--- src/rtl/dram_tadapt_timer.sv ---
module dram_tadapt_timer #(
  parameter int NBANK = 8,
  parameter int CW    = 6,
  parameter int QW    = 8,
  parameter int HYST  = 2,
  parameter int BIN0  = 55,
  parameter int BIN1  = 65,
  parameter int BIN2  = 75,
  parameter int BIN3  = 85,
  parameter int D_RCD = 11,
  parameter int D_RAS = 28,
  parameter int D_WR  = 12,
  parameter int D_RP  = 11,
  localparam int BW   = (NBANK > 1) ? $clog2(NBANK) : 1
) (
  input  logic          clk,
  input  logic          rst_n,
  input  logic          temp_valid,
  input  logic [7:0]    temp_c,
  input  logic          tbl_we,
  input  logic [2:0]    tbl_sel,
  input  logic [QW-1:0] tbl_rcd_q,
  input  logic [QW-1:0] tbl_ras_q,
  input  logic [QW-1:0] tbl_wr_q,
  input  logic [QW-1:0] tbl_rp_q,
  input  logic          cmd_valid,
  input  logic [1:0]    cmd_type,
  input  logic [BW-1:0] cmd_bank,
  output logic          issue_ok,
  output logic [2:0]    act_set
);
  localparam int NSET = 5;
  localparam logic [2:0] FALLBACK = 3'd4;
  localparam logic [1:0] C_ACT = 2'd0, C_RD = 2'd1, C_WR = 2'd2, C_PRE = 2'd3;

  function automatic logic [CW-1:0] q2cyc(input logic [QW-1:0] q);
    logic [QW:0] c;
    c = ({1'b0, q} + (QW+1)'(4)) / (QW+1)'(5);
    if (c == '0) c = (QW+1)'(1);
    return CW'(c);
  endfunction

  function automatic logic [2:0] bin_of(input logic [8:0] t);
    if (t <= 9'(BIN0)) return 3'd0;
    if (t <= 9'(BIN1)) return 3'd1;
    if (t <= 9'(BIN2)) return 3'd2;
    if (t <= 9'(BIN3)) return 3'd3;
    return FALLBACK;
  endfunction

  logic [CW-1:0] t_rcd [NSET];
  logic [CW-1:0] t_ras [NSET];
  logic [CW-1:0] t_wr  [NSET];
  logic [CW-1:0] t_rp  [NSET];
  logic [CW-1:0] cur_rcd, cur_ras, cur_wr, cur_rp;
  logic [CW-1:0] cnt_rcd [NBANK];
  logic [CW-1:0] cnt_ras [NBANK];
  logic [CW-1:0] cnt_wr  [NBANK];
  logic [CW-1:0] cnt_rp  [NBANK];
  logic [2:0] want, want_nxt, hot, cool;
  logic all_idle, issued;

  assign issued = cmd_valid & issue_ok;
  assign hot    = bin_of({1'b0, temp_c});
  assign cool   = bin_of({1'b0, temp_c} + 9'(HYST));

  always_comb begin
    case (cmd_type)
      C_ACT:        issue_ok = (cnt_rp[cmd_bank] == '0);
      C_RD, C_WR:   issue_ok = (cnt_rcd[cmd_bank] == '0);
      default:      issue_ok = (cnt_ras[cmd_bank] == '0) && (cnt_wr[cmd_bank] == '0);
    endcase
  end

  always_comb begin
    all_idle = 1'b1;
    for (int b = 0; b < NBANK; b++)
      if ((cnt_rcd[b] | cnt_ras[b] | cnt_wr[b] | cnt_rp[b]) != '0) all_idle = 1'b0;
  end

  always_comb begin
    if (!temp_valid)      want_nxt = FALLBACK;
    else if (hot > want)  want_nxt = hot;
    else if (cool < want) want_nxt = cool;
    else                  want_nxt = want;
  end

  always_ff @(posedge clk) begin
    if (!rst_n) begin
      for (int s = 0; s < NSET; s++) begin
        t_rcd[s] <= CW'(D_RCD);
        t_ras[s] <= CW'(D_RAS);
        t_wr[s]  <= CW'(D_WR);
        t_rp[s]  <= CW'(D_RP);
      end
    end else if (tbl_we && tbl_sel < 3'(NSET)) begin
      t_rcd[tbl_sel] <= q2cyc(tbl_rcd_q);
      t_ras[tbl_sel] <= q2cyc(tbl_ras_q);
      t_wr[tbl_sel]  <= q2cyc(tbl_wr_q);
      t_rp[tbl_sel]  <= q2cyc(tbl_rp_q);
    end
  end

  always_ff @(posedge clk) begin
    if (!rst_n) begin
      want    <= FALLBACK;
      act_set <= FALLBACK;
      cur_rcd <= CW'(D_RCD);
      cur_ras <= CW'(D_RAS);
      cur_wr  <= CW'(D_WR);
      cur_rp  <= CW'(D_RP);
    end else begin
      want <= want_nxt;
      if (all_idle && !issued && want != act_set) begin
        act_set <= want;
        cur_rcd <= t_rcd[want];
        cur_ras <= t_ras[want];
        cur_wr  <= t_wr[want];
        cur_rp  <= t_rp[want];
      end
    end
  end

  always_ff @(posedge clk) begin
    for (int b = 0; b < NBANK; b++) begin
      if (!rst_n) begin
        cnt_rcd[b] <= '0;
        cnt_ras[b] <= '0;
        cnt_wr[b]  <= '0;
        cnt_rp[b]  <= '0;
      end else begin
        cnt_rcd[b] <= (issued && cmd_bank == BW'(b) && cmd_type == C_ACT) ? cur_rcd - 1'b1
                    : cnt_rcd[b] - CW'(cnt_rcd[b] != '0);
        cnt_ras[b] <= (issued && cmd_bank == BW'(b) && cmd_type == C_ACT) ? cur_ras - 1'b1
                    : cnt_ras[b] - CW'(cnt_ras[b] != '0);
        cnt_wr[b]  <= (issued && cmd_bank == BW'(b) && cmd_type == C_WR)  ? cur_wr - 1'b1
                    : cnt_wr[b] - CW'(cnt_wr[b] != '0);
        cnt_rp[b]  <= (issued && cmd_bank == BW'(b) && cmd_type == C_PRE) ? cur_rp - 1'b1
                    : cnt_rp[b] - CW'(cnt_rp[b] != '0);
      end
    end
  end
endmodule

--- config.mk ---
export PLATFORM = sky130hd
export DESIGN_NAME = dram_tadapt_timer
export DESIGN_NICKNAME = d
export VERILOG_FILES = /design/src/rtl/dram_tadapt_timer.sv
export SDC_FILE = /design/constraint.sdc
export NUM_CORES = 1
export LEC_CHECK = 0
export ABC_AREA = 1
export BUFFER_PORTS_ARGS = -buffer_cell sky130_fd_sc_hd__buf_2
export CORE_ASPECT_RATIO = 0.7
export CORE_MARGIN = 2
export CORE_UTILIZATION = 60
export CTS_CLUSTER_DIAMETER = 120
export DETAILED_ROUTE_END_ITERATION = 6
export HOLD_SLACK_MARGIN = 0.1
export MAX_ROUTING_LAYER = met4
export PLACE_DENSITY_LB_ADDON = 0.15
export SLEW_MARGIN = 25
export SYNTH_ARGS = -nofsm -noshare
export SYNTH_HDL_FRONTEND = slang
export SYNTH_SLANG_ARGS = --single-unit
--- constraint.sdc ---
create_clock -name clk -period 4 [get_ports clk]
set_clock_uncertainty 0.05 [all_clocks]
set_input_delay 0.2 -clock clk [delete_from_list [all_inputs] [get_ports clk]]
set_output_delay 0.2 -clock clk [all_outputs]
set_load 0.005 [all_outputs]
# Word-level counts from Yosys, hierarchy flattened
# Memories as Yosys holds them, arrays and structs flattened. A register that Yosys moved wholly into a read port is not among the register bits.
# Index checks and enable logic that the tools add are counted.
dict set report classes {
  add_sub_neg 41
  div 4
  magnitude_cmp 11
  eq_ne 11
  n_mux 140
  n_bitwise 57
  reduce_logical 98
}
# op n
set ops {}
lappend ops {{two-way mux 6 bit} 80}
lappend ops {{nonzero test 6 bit} 40}
lappend ops {{subtractor 6 x 1 -> 6 bit} 32}
lappend ops {{bitwise OR 6 bit} 24}
lappend ops {{two-way mux 3 bit} 22}
lappend ops {{two-way mux 1 bit} 37}
lappend ops {{adder 8 x 3 -> 9 bit (second input constant)} 4}
lappend ops {{divider 9 x 3 -> 9 bit (second input constant)} 4}
lappend ops {{logical AND 1 bit} 36}
lappend ops {{zero test 9 bit} 4}
lappend ops {{bitwise OR 1 bit} 32}
lappend ops {{less-or-equal comparator 9 x 7 -> 1 bit (second input constant)} 3}
lappend ops {{less-or-equal comparator 8 x 7 -> 1 bit (second input constant)} 3}
lappend ops {{zero test 6 bit} 4}
lappend ops {{OR reduction 6 bit} 4}
lappend ops {{subtractor 6 x 1 -> 6 bit (second input constant)} 4}
lappend ops {{== test 3 bit (second input constant)} 4}
lappend ops {{adder 8 x 2 -> 9 bit (second input constant)} 1}
lappend ops {{less-or-equal comparator 9 x 6 -> 1 bit (second input constant)} 1}
lappend ops {{less-or-equal comparator 8 x 6 -> 1 bit (second input constant)} 1}
lappend ops {{== test 3 x 2 -> 1 bit (second input constant)} 2}
lappend ops {{zero test 1 bit} 5}
lappend ops {{== test 2 bit (second input constant)} 2}
lappend ops {{== test 3 x 1 -> 1 bit (second input constant)} 1}
lappend ops {{other kinds (12)} 12}
dict set report totals {
  reg_bits 6
  mem_bits_rw 312
  in_bits 53
  out_inout_bits 4
  wordCells 372
  mem_count 8
}
# name words width read_ports rd_ports_with_merged_regs write_ports line
set memory_table {}
lappend memory_table {cnt_ras 8 6 9 0 8 57} ;# logic [CW-1:0] cnt_ras [NBANK];
lappend memory_table {cnt_rcd 8 6 9 0 8 56} ;# logic [CW-1:0] cnt_rcd [NBANK];
lappend memory_table {cnt_rp 8 6 9 0 8 59} ;# logic [CW-1:0] cnt_rp [NBANK];
lappend memory_table {cnt_wr 8 6 9 0 8 58} ;# logic [CW-1:0] cnt_wr [NBANK];
lappend memory_table {t_ras 5 6 1 1 5 52} ;# logic [CW-1:0] t_ras [NSET];
lappend memory_table {t_rcd 5 6 1 1 5 51} ;# logic [CW-1:0] t_rcd [NSET];
lappend memory_table {{2 more memories} -- -- -- -- -- --}

# Logic depth before layout (Yosys ltp)
# Gate-level depths: netlist of run 1.
dict set report logic_depth {
  depth_word 16
  mapped_depth 37
  depth_no_buf 37
}

# Least setup slack after synthesis of run 1
# Ideal clock, no wire load.
dict set report synth_timing {
  kind {input-to-reg}
  start {input tbl_wr_q[2]}
  end {memory t_wr[3][0], data pin}
  setup_ns 0.266
  t_arrival_ns 3.285
  path_slack_ns 0.399
  cell_stages 30
  path_buffers 0
  path_cell_list {ha_1 -> nand3_1 -> nand2_1 -> nand2_1 -> inv_1 -> a21oi_1 -> ha_1 -> inv_1 -> o2111ai_1 -> nand2_1 -> inv_1 -> nand2_2 -> a21oi_2 -> nand2_2 -> o21ai_2 -> nor2_1 -> nand2_2 -> nand2_1 -> nand2_2 -> inv_1 -> ha_1 -> inv_1 -> nand2_1 -> nand2_1 -> inv_1 -> nand2_1 -> nand2_1 -> nand3b_4 -> nor2_4 -> nor2_1}
}
# item line
set synth_lines {}
lappend synth_lines {{start: declaration} 24} ;# input logic [QW-1:0] tbl_wr_q,
lappend synth_lines {{end: declaration} 53} ;# logic [CW-1:0] t_wr [NSET];

==> impl_metrics.py, run 1 <==
metrics = {
    "critical_path": {
        "reg2reg_slack_ns": 0.42,
        "worstPathArrival_ns": 3.88,
        "r2r_end": "cnt_rcd[5][1]$_SDFF_PN0_",
        "cp-end-kind": "flip-flop",
        "startpoint": "tbl_rp_q[2]",
        "worst_r2r_startpoint": "cnt_wr[0][2]$_SDFF_PN0_",
        "required_ns": 4.21,
        "worstRegToRegCells": 15,
        "path_max_fanout": 7,
        "critPathKind": "in -> reg",
        "start_kind": "primary input",
        "crit_top_cell": "nand2_1",
        "cpPeakStageDelay_ns": 0.26,
        "crit_slowest_cell": "ha_1",
    },
    "floorplanning": {
        "start_util_pct": 61.4,
        "die-area_mm2": 0.0400,
        "io_pins": 57,
        "die_w_um": 238,
        "fp-row-count": 59,
        "die_h_um": 168,
        "core-area_mm2": 0.0375,
    },
    "layout": {
        "final_area_mm2": 0.0257,
        "final_net_count": 3131,
        "areaGrowthSynthToFinish_pct": 11.5,
        "diodes": 0,
        "finalCoreUtilization_pct": 68.5,
        "final_layout_size_suffix_gt1_share_pct": 10.0,
    },
    "sta": {
        "max_freq_mhz": 272,
        "max_slew_margin_pct": 31.3,
        "hold_ws_ns": 0.139,
        "finalHoldViolations": 0,
        "timing.final.crit_share_pct": 91.8,
        "tightest_slew_ns": 1.02,
        "finalCriticalPeriod_ns": 3.67,
        "setup_violations": 0,
        "slew_violations": 0,
    },
    "pwr": {
        "peakVddDrop_v": 0.000336,
        "combPwrFrac_pct": 42.5,
        "power_density_mw_per_mm2": 694,
        "p_switching_mw": 6.88,
        "pwr-share-seq_pct": 35.1,
        "clockPowerShare_pct": 22.4,
        "total_power_mw": 17.8,
        "swShare_pct": 38.6,
        "p_leak_nw": 11.1,
        "power.internal_mw": 10.9,
    },
    "synthesis": {
        "synth_flop_cell": "dfxtp_1",
        "synth.yosys.seq_area_share_pct": 44.3,
        "synth.avg_cell_area_um2": 8.05,
        "synth_edf_count": 192,
        "synth_area_mm2": 0.0230,
        "ys_seq_elements": 414,
        "ys.warnings.count": 0,
        "ys_async_sr_fraction_pct": 0,
        "netlist_instances": 2862,
        "synth_cell_types": 54,
    },
    "route": {
        "wirelength_um": 59400,
        "avgViaCountPerCell": 5.79,
        "dr.pass1.iters": 7,
        "dr_total_vias": 20300,
        "antenna_left": 0,
        "drc_errors": 2,
        "wire_per_inst_um": 17.0,
        "drt_iter0_drc": 2195,
    },
    "global_route": {
        "grt_pass1_wl_um": 96500,
        "antenna_found_initial": 0,
        "gr-usage-all-layers_pct": 30.6,
        "grt_overflow": 0,
        "grt_start_max_net_pins": 192,
        "first_global_vias": 19100,
    },
    "worst_hold_path": {
        "min_to": "t_wr[5][0]$_DFFE_PP_",
        "whs_path_depth": 7,
        "min_from": "tbl_wr_q[0]",
        "hp-class": "in -> reg",
    },
    "clock_tree": {
        "root_buffer": "clkbuf_16",
        "cts-buffers-inserted": 41,
        "htree_levels": 2,
        "cts_tree": "yes",
        "clk_pin_slew_ns": 0.07,
        "clkLatencyLatePin_ns": 0.54,
        "cts.sinks": 414,
        "clock_path_buffers": 3,
    },
    "placed_design": {
        "portBuffers": 56,
        "placed_area_mm2": 0.0242,
        "dp_hpwl_um": 40900,
        "place.gp.congestion": 0.932,
    },
    "status": {
        "failed_checks": "DRC",
        "outcome": "finished with violations",
    },
    "job": {
        "cap_violations": 0,
    },
}
layer usage:
metal | global-route usage [%] | up-vias | share of wire, %
li1 | - | 9833 | -
met1 | 43.0 | 9479 | 45
met2 | 47.1 | 849 | 44
met3 | 4.59 | 98 | 9.2
met4 | 6.58 | 0 | 1.7
met5 | - | - | 0
cells by family after synthesis:
logic type / Yosys count / share of synthesized area (%)
other cells: 1 / 0.0163
simple gates: 1108 / 21.5
buf+inv: 426 / 6.97
fa+ha+maj: 96 / 5.22
flops: 414 / 44.3
compound gates: 655 / 15.8
xor+xnor: 162 / 6.16
stage by stage:
step	setup TNS (ns)	setup WS, ns	std cells
floorplan	0	0.399	2933
global placement	0	0.0271	3420
detailed placement	-5.25	-0.248	3420
CTS	0	0.309	3496
global route	-0.238	-0.0602	3500
finish	0	0.327	3500
flip-flops by register name (all words and copies together) (netlist names):
register  flops
cnt_rp       48
cur_rcd       6
cnt_rcd      48
t_wr         48
cur_rp        6
cur_ras       6
t_ras        48
cur_wr        6
cnt_ras      48
t_rp         48
act_set       3
t_rcd        48
want          3
cnt_wr       48
repair_timing:
item	4_1_cts	5_1_grt
setup endpoints to repair	0	24
hold endpoints to repair	11	0
buffers inserted	0	4
gates resized for setup	0	19
hold buffers	3	0
worst max path at each step:
| stage | slack [ns] | to |
|---|---|---|
| after detailed placement | -0.25 | t_rp[6][0]$_DFFE_PP_ |
| after global routing | -0.06 | t_rp[4][0]$_SDFFCE_PN1P_ |
| after floorplan | 0.40 | t_wr[3][0]$_SDFFCE_PN0P_ |
| after global placement | 0.03 | t_wr[2][0]$_SDFFCE_PN0P_ |
| final | 0.33 | t_rp[4][0]$_SDFFCE_PN1P_ |
| after CTS | 0.31 | t_rp[5][0]$_DFFE_PP_ |
layout by cell type (no fill, tap or decap), drive strengths merged, types with 7 or more instances in the layout:
cell,netlist,layout
a211oi,8,8
a21oi,222,222
a31oi,7,7
buf,3,101
clkbuf,96,58
clkinv,9,19
conb,1,72
dfxtp,222,222
edfxtp,192,192
ha,96,96
inv,318,319
nand2,443,443
nand3,138,138
nand3b,9,9
nand4,57,57
nor2,403,403
nor3,42,42
nor4,12,12
o211ai,27,27
o21ai,320,320
o221ai,26,26
o22ai,24,24
xnor2,68,68
xor2,94,94
cells in the mapped netlist, drive strengths merged (42+ instances only):
master / count / area share, %
nand2: 443 / 8.0
nor2: 403 / 6.8
o21ai: 320 / 7.2
inv: 318 / 5.2
a21oi: 222 / 4.9
dfxtp: 222 / 19
edfxtp: 192 / 25
nand3: 138 / 3.2
clkbuf: 96 / 1.6
ha: 96 / 5.2
xor2: 94 / 3.6
xnor2: 68 / 2.6
nand4: 57 / 1.5
nor3: 42 / 0.98
power groups by stage:
| stage | clock, mW | sequential, mW | combinational, mW |
|---|---|---|---|
| global placement | 0 | 6.27 | 7.01 |
| CTS | 4.02 | 6.23 | 7.42 |
| global route | 4.20 | 6.36 | 8.59 |
| finish | 3.99 | 6.25 | 7.57 |
| floorplan | 0 | 6.15 | 5.77 |
| detailed placement | 0 | 6.30 | 7.34 |
worst max-delay path, delay by kind of cell:
family          cells  cell delay [ns]
compound gates      3             0.45
fa+ha+maj           3             0.58
buf+inv             5             0.53
simple gates       18             2.14
final cells by class:
type	instances	area, um^2
repair buffers	105	686
fillers	3051	11800
clock buffers	57	1220
multi-input cells	2093	11600
inverters	327	1230
flip-flops and latches	414	10200
well taps	488	611
clock inverters	16	163
(Power assumes the default switching activity.)
==> run 2: changes to the inputs <==
- CELL_PAD_IN_SITES_DETAIL_PLACEMENT: unset -> 1
- CELL_PAD_IN_SITES_GLOBAL_PLACEMENT: unset -> 1
- CORE_UTILIZATION: 60 -> 48
==> run 2 against run 1 <==
The flow now finishes without violations. Total power increased by 1.8%. Global-route usage down 1.2 points. Cell count is 4.3% higher. Sequential power increased by 0.6%. Sequential share of layout area down 0.30 points. Non-clock buffer count increased by 14. Die area up 24%. Hold slack better by 0.039 ns. Clock-buffer cell count is 3 higher. Critical endpoint is now cnt_wr[1][0]$_SDFF_PN0_. Largest power group unchanged.
==> impl_metrics.py, run 2 (synthesis results as in run 1) <==
metrics = {
    "clock_tree": {
        "clk_pin_slew_ns": 0.07,
        "cts_tree": "yes",
        "clock_path_buffers": 3,
        "cts-buffers-inserted": 43,
        "postCtsSetupRepairBufs": 0,
        "htree_levels": 2,
        "root_buffer": "clkbuf_16",
        "cts.sinks": 414,
        "clkLatencyLatePin_ns": 0.56,
    },
    "sta": {
        "finalCriticalPeriod_ns": 3.67,
        "slew_violations": 0,
        "finalHoldViolations": 0,
        "setup_violations": 0,
        "timing.final.crit_share_pct": 91.7,
        "finalSetupTns_ns": 0,
        "tightest_slew_ns": 1.05,
        "max_slew_margin_pct": 29.5,
        "max_freq_mhz": 273,
    },
    "critical_path": {
        "crit_slowest_cell": "nor4_1",
        "cp-end-kind": "flip-flop",
        "crit_top_cell": "nand2_1",
        "worstPathArrival_ns": 4.06,
        "reg2reg_slack_ns": 0.33,
        "r2r_end": "cnt_wr[1][0]$_SDFF_PN0_",
        "crit_end": "cnt_wr[1][0]$_SDFF_PN0_",
        "start_kind": "flip-flop",
        "crit_cells": 15,
        "crit_buf_inv": 2,
        "critPathKind": "reg -> reg",
        "worst_r2r_startpoint": "cnt_wr[0][2]$_SDFF_PN0_",
        "worstRegToRegCells": 15,
        "cpPeakStageDelay_ns": 0.45,
        "startpoint": "cnt_wr[0][2]$_SDFF_PN0_",
        "path_max_fanout": 10,
        "required_ns": 4.39,
        "path_delay_family": "simple AND/OR/NAND/NOR gates",
        "crit_chain": "nor4_1, nand2_1, nand2_1, nand2_1, a21oi_1, a32o_1, a21oi_1, a31oi_1, nand2_1, inv_1, nand3_1, nor2_1, clkinv_1, o21ai_0, a21oi_1",
    },
    "route": {
        "antenna_left": 0,
        "avgViaCountPerCell": 5.64,
        "wire_per_inst_um": 19.5,
        "drt_iter0_drc": 1608,
        "dr_total_vias": 20600,
        "drc_errors": 0,
        "dr.pass1.iters": 5,
        "wirelength_um": 71200,
    },
    "placed_design": {
        "place.gp.congestion": 0.889,
        "portBuffers": 56,
        "dp_hpwl_um": 50900,
    },
    "global_route": {
        "gr-usage-all-layers_pct": 29.4,
        "grt_overflow": 0,
        "grt_pass1_wl_um": 114000,
        "antenna_found_initial": 0,
        "grt_start_max_net_pins": 122,
        "first_global_vias": 21200,
    },
    "layout": {
        "layout.cells.most_common": "nor2_1",
        "diodes": 0,
        "areaGrowthSynthToFinish_pct": 12.4,
        "fillers": 5879,
        "layout_common_cells": "388 x nor2_1, 384 x nand2_1, 306 x o21ai_0, 293 x inv_1, 221 x dfxtp_1",
        "final_net_count": 3147,
        "final_layout_size_suffix_gt1_share_pct": 10.4,
    },
    "worst_hold_path": {
        "whs_path_depth": 3,
        "hp-class": "in -> reg",
    },
    "status": {
        "outcome": "finished clean",
    },
    "pwr": {
        "total_power_mw": 18.1,
        "power_density_mw_per_mm2": 701,
        "peakVddDrop_v": 0.000340,
        "p_leak_nw": 11.1,
    },
    "floorplanning": {
        "core-area_mm2": 0.0476,
        "die_w_um": 266,
        "start_util_pct": 48.4,
        "die_h_um": 187,
        "die-area_mm2": 0.0498,
        "io_pins": 57,
        "fp-row-count": 67,
    },
    "job": {
        "cap_violations": 0,
    },
}
## run 2: cell types whose count changed in the layout (fill, tap and decap cells not counted), sizes merged
| cell | before | now |
|---|---|---|
| buf | 101 | 118 |
| bufinv | 3 | 2 |
| clkbuf | 58 | 60 |
| clkinv | 19 | 20 |
| clkinvlp | 2 | 0 |
| dlygate4sd3 | 3 | 1 |
| inv | 319 | 321 |
## run 2: worst register-to-register path, delay by kind of cell, from the launching register on
kind | cells | cell delay [ns]
AND/OR/NAND/NOR | 7 | 1.62
flip-flops | 1 | 0.34
AO/OA/AOI/OAI | 6 | 1.01
buffers and inverters | 2 | 0.53
## run 2: worst min path at each step
stage,end,from,slack (ns)
after floorplan,want[1]$_SDFFE_PN0P_,temp_valid,0.32
after CTS,t_rp[7][1]$_DFFE_PP_,tbl_rp_q[1],0.15
after detailed placement,cnt_rp[7][3]$_SDFF_PN0_,cnt_rp[7][3]$_SDFF_PN0_,0.47
final,t_rp[5][1]$_DFFE_PP_,tbl_rp_q[1],0.18
after global placement,cnt_rp[3][3]$_SDFF_PN0_,cnt_rp[3][3]$_SDFF_PN0_,0.44
after global routing,want[1]$_SDFFE_PN0P_,temp_c[6],0.20
## run 2: metal layers
| metal | track usage (%) | wire [um] | share of wire, % | up-vias |
|---|---|---|---|---|
| met3 | 4.25 | 4180 | 5.9 | 101 |
| met1 | 41.1 | 33700 | 47 | 10100 |
| met4 | 6.07 | 1330 | 1.9 | 0 |
| li1 | - | - | - | 9859 |
| met2 | 45.3 | 32000 | 45 | 557 |
| met5 | - | 0 | 0 | - |
## run 2: power by group
group,leakage (nW),internal [mW],total (mW),switching (mW)
registers,3.72,5.61,6.29,0.686
logic,6.76,3.02,7.86,4.84
clock network,0.665,2.24,3.97,1.74
## run 2: stage by stage
step / util (%) / setup slack [ns] / hold slack, ns / std cells / cell area (um^2)
finish: 54.3 / 0.332 / 0.177 / 3650 / 25900
global route: 54.3 / -0.0353 / 0.204 / 3650 / 25900
CTS: 54.2 / 0.276 / 0.153 / 3650 / 25800
detailed placement: 51.4 / -0.306 / 0.471 / 3573 / 24500
global placement: 51.4 / -0.000654 / 0.443 / 3573 / 24500
floorplan: - / 0.399 / 0.319 / 2933 / 23300
## run 2: area by class of cell
class                           count  area (um^2)  area share [%]
Sequential cell                   414        10200            39.5
Timing Repair Buffer              119          774            2.99
Tap cell                          621          777            3.00
Inverter                          327         1230            4.74
Clock buffer                       60         1210            4.68
Clock inverter                     16          131           0.508
Multi-Input combinational cell   2093        11500            44.6
## run 2: repair_timing
action / in CTS / in global routing
gates resized for setup: 0 / 15
hold buffers: 1 / 0
endpoints found under the hold margin: 3 / 0
endpoints found under the setup margin: 0 / 34
==> run 3: changes to the inputs <==
- clock period: 4 -> 3.41 ns (I/O delays scaled with it)
==> run 3 against run 2 <==
The run now ends with setup timing left. Die area unchanged. Total power increased by 26%. Critical path depth increased by 14. Non-clock buffer count increased by 170. Largest cell class unchanged. Setup slack got worse by 0.46 ns. Clock-buffer cell count increased by 8. Clock power increased by 21%. Register-to-register slack got worse by 0.23 ns. Utilization increased by 4.9 points. Combinational power increased by 36%.
==> impl_metrics.py, run 3 (synthesis results as in run 1) <==
metrics = {
    "pwr": {
        "total_power_mw": 22.9,
        "power.internal_mw": 13.7,
        "pwr-share-seq_pct": 32.4,
        "combPwrFrac_pct": 46.6,
        "power_density_mw_per_mm2": 810,
        "swShare_pct": 40.0,
        "peakVddDrop_v": 0.000419,
        "clockPowerShare_pct": 20.9,
        "p_switching_mw": 9.15,
        "p_leak_nw": 12.2,
    },
    "layout": {
        "finalCoreUtilization_pct": 59.3,
        "areaGrowthSynthToFinish_pct": 22.6,
        "layout.cells.most_common": "nor2_1",
        "final_area_mm2": 0.0282,
        "layout_common_cells": "373 x nor2_1, 330 x nand2_1, 302 x o21ai_0, 274 x inv_1, 228 x buf_4",
        "fillers": 5763,
        "final_layout_size_suffix_gt1_share_pct": 19.9,
        "diodes": 0,
        "final_cells": 3820,
        "final_net_count": 3316,
    },
    "clock_tree": {
        "cts.sinks": 414,
        "htree_levels": 2,
        "clkLatencyLatePin_ns": 0.55,
        "clock_path_buffers": 3,
        "clk_pin_slew_ns": 0.07,
        "cts_tree": "yes",
        "root_buffer": "clkbuf_16",
        "cts-buffers-inserted": 42,
    },
    "critical_path": {
        "worst_r2r_startpoint": "cnt_rp[4][2]$_SDFF_PN0_",
        "r2r_end": "cur_rcd[4]$_SDFFE_PN0P_",
        "reg2reg_slack_ns": 0.10,
        "crit_top_cell": "nand2_4",
        "required_ns": 3.62,
        "cpPeakStageDelay_ns": 0.28,
        "startpoint": "tbl_rp_q[3]",
        "worstRegToRegCells": 13,
        "crit_slowest_cell": "ha_1",
        "critPathKind": "in -> reg",
        "cp-end-kind": "flip-flop",
        "start_kind": "primary input",
        "path_max_fanout": 6,
        "worstPathArrival_ns": 3.75,
    },
    "placed_design": {
        "dp_hpwl_um": 51800,
        "place.gp.congestion": 0.913,
        "portBuffers": 56,
        "pre_cts_ws_ns": -0.641,
        "dp.cells": 3714,
        "placed_area_mm2": 0.0258,
    },
    "global_route": {
        "antenna_found_initial": 0,
        "first_global_vias": 22300,
        "grt_overflow": 0,
        "grt_busiest_layer": "met2",
        "met3_usage_pct": 4.44,
        "grt_pass1_wl_um": 118000,
        "grt_util_met1_pct": 40.8,
        "grtUsageMet2_pct": 48.6,
        "grt_start_max_net_pins": 197,
        "gr-usage-all-layers_pct": 30.3,
    },
    "floorplanning": {
        "die_w_um": 266,
        "die-area_mm2": 0.0498,
        "io_pins": 57,
        "core-area_mm2": 0.0476,
        "start_util_pct": 48.4,
        "fp-row-count": 67,
        "die_h_um": 187,
    },
    "sta": {
        "hold_ws_ns": 0.140,
        "timing.final.crit_share_pct": 104,
        "tightest_slew_ns": 0.997,
        "setup_violations": 8,
        "rsz0062_at_grt": "yes",
        "finalHoldViolations": 0,
        "finalCriticalPeriod_ns": 3.54,
        "finalSetupTns_ns": -0.428,
        "slew_violations": 0,
        "max_slew_margin_pct": 33.5,
        "setup_ws_ns": -0.129,
        "max_freq_mhz": 283,
    },
    "route": {
        "dr.pass1.iters": 5,
        "avgViaCountPerCell": 5.65,
        "wire_per_inst_um": 20.1,
        "dr_total_vias": 21600,
        "drc_errors": 0,
        "drt_iter0_drc": 1501,
        "antenna_left": 0,
        "wirelength_um": 76900,
    },
    "job": {
        "cap_violations": 0,
    },
    "worst_hold_path": {
        "hp-class": "in -> reg",
        "min_to": "t_rp[7][1]$_DFFE_PP_",
        "min_from": "tbl_rp_q[1]",
        "whs_path_depth": 3,
    },
    "status": {
        "outcome": "finished with violations",
        "failed_checks": "setup timing",
    },
}
-- run 3: cell types whose count changed in the layout (fill, tap and decap cells not counted), moves of 19 or more --
cell and delta:
nand2_4 +32, nand2_2 +22, inv_1 -19, nand3_1 -30, nand2_1 -54, nand3_2 +23, buf_4 +167
-- run 3: worst max-delay path: cells and delay by family --
kind | cells | cell delay (ns)
compound gates | 3 | 0.40
simple gates | 18 | 2.24
buf+inv | 5 | 0.33
fa+ha+maj | 3 | 0.58
-- run 3: how the worst max path moves through the flow --
stage / endpoint / slack (ns) / cells after the start
2_1_floorplan: t_rp[5][0]$_DFFE_PP_ / 0.007 / 32
4_1_cts: t_wr[2][0]$_SDFFCE_PN0P_ / 0.002 / 30
3_3_place_gp: t_wr[2][0]$_SDFFCE_PN0P_ / -0.27 / 30
3_5_place_dp: t_wr[2][0]$_SDFFCE_PN0P_ / -0.64 / 30
5_1_grt: t_rp[0][0]$_SDFFCE_PN1P_ / -0.28 / 31
6_report: t_rp[0][0]$_SDFFCE_PN1P_ / -0.13 / 29
-- run 3: repair_timing --
item	in CTS	in global routing
setup buffers	2	27
gates resized for setup	10	201
setup endpoints to repair	40	231
hold endpoints to repair	3	0
pin swaps	3	111
hold buffers	1	0
-- run 3: cell type report --
class                      instances  area [um^2]  share of cell area (%)
tap                              621          777                    2.75
clock inverter                     8         91.3                   0.324
inverter                         327         1240                    4.41
timing repair buffer             289         2160                    7.65
clock buffer                      68         1320                    4.67
multi-input combinational       2093        12400                    44.0
sequential                       414        10200                    36.2
-- run 3: routing by layer --
metal | routed length (um) | vias to the layer above
li1 | - | 10200
met1 | 34300 | 10600
met2 | 36400 | 628
met3 | 4890 | 106
met4 | 1300 | 0
met5 | 0 | -
-- run 3: power groups by stage --
stage / logic [mW] / clock network, mW / registers [mW]
final: 10.7 / 4.79 / 7.42
after global routing: 11.9 / 5.04 / 7.55
after CTS: 9.87 / 4.84 / 7.39
after detailed placement: 9.63 / 0 / 7.47
after global placement: 9.01 / 0 / 7.38
after floorplan: 6.85 / 0 / 7.22
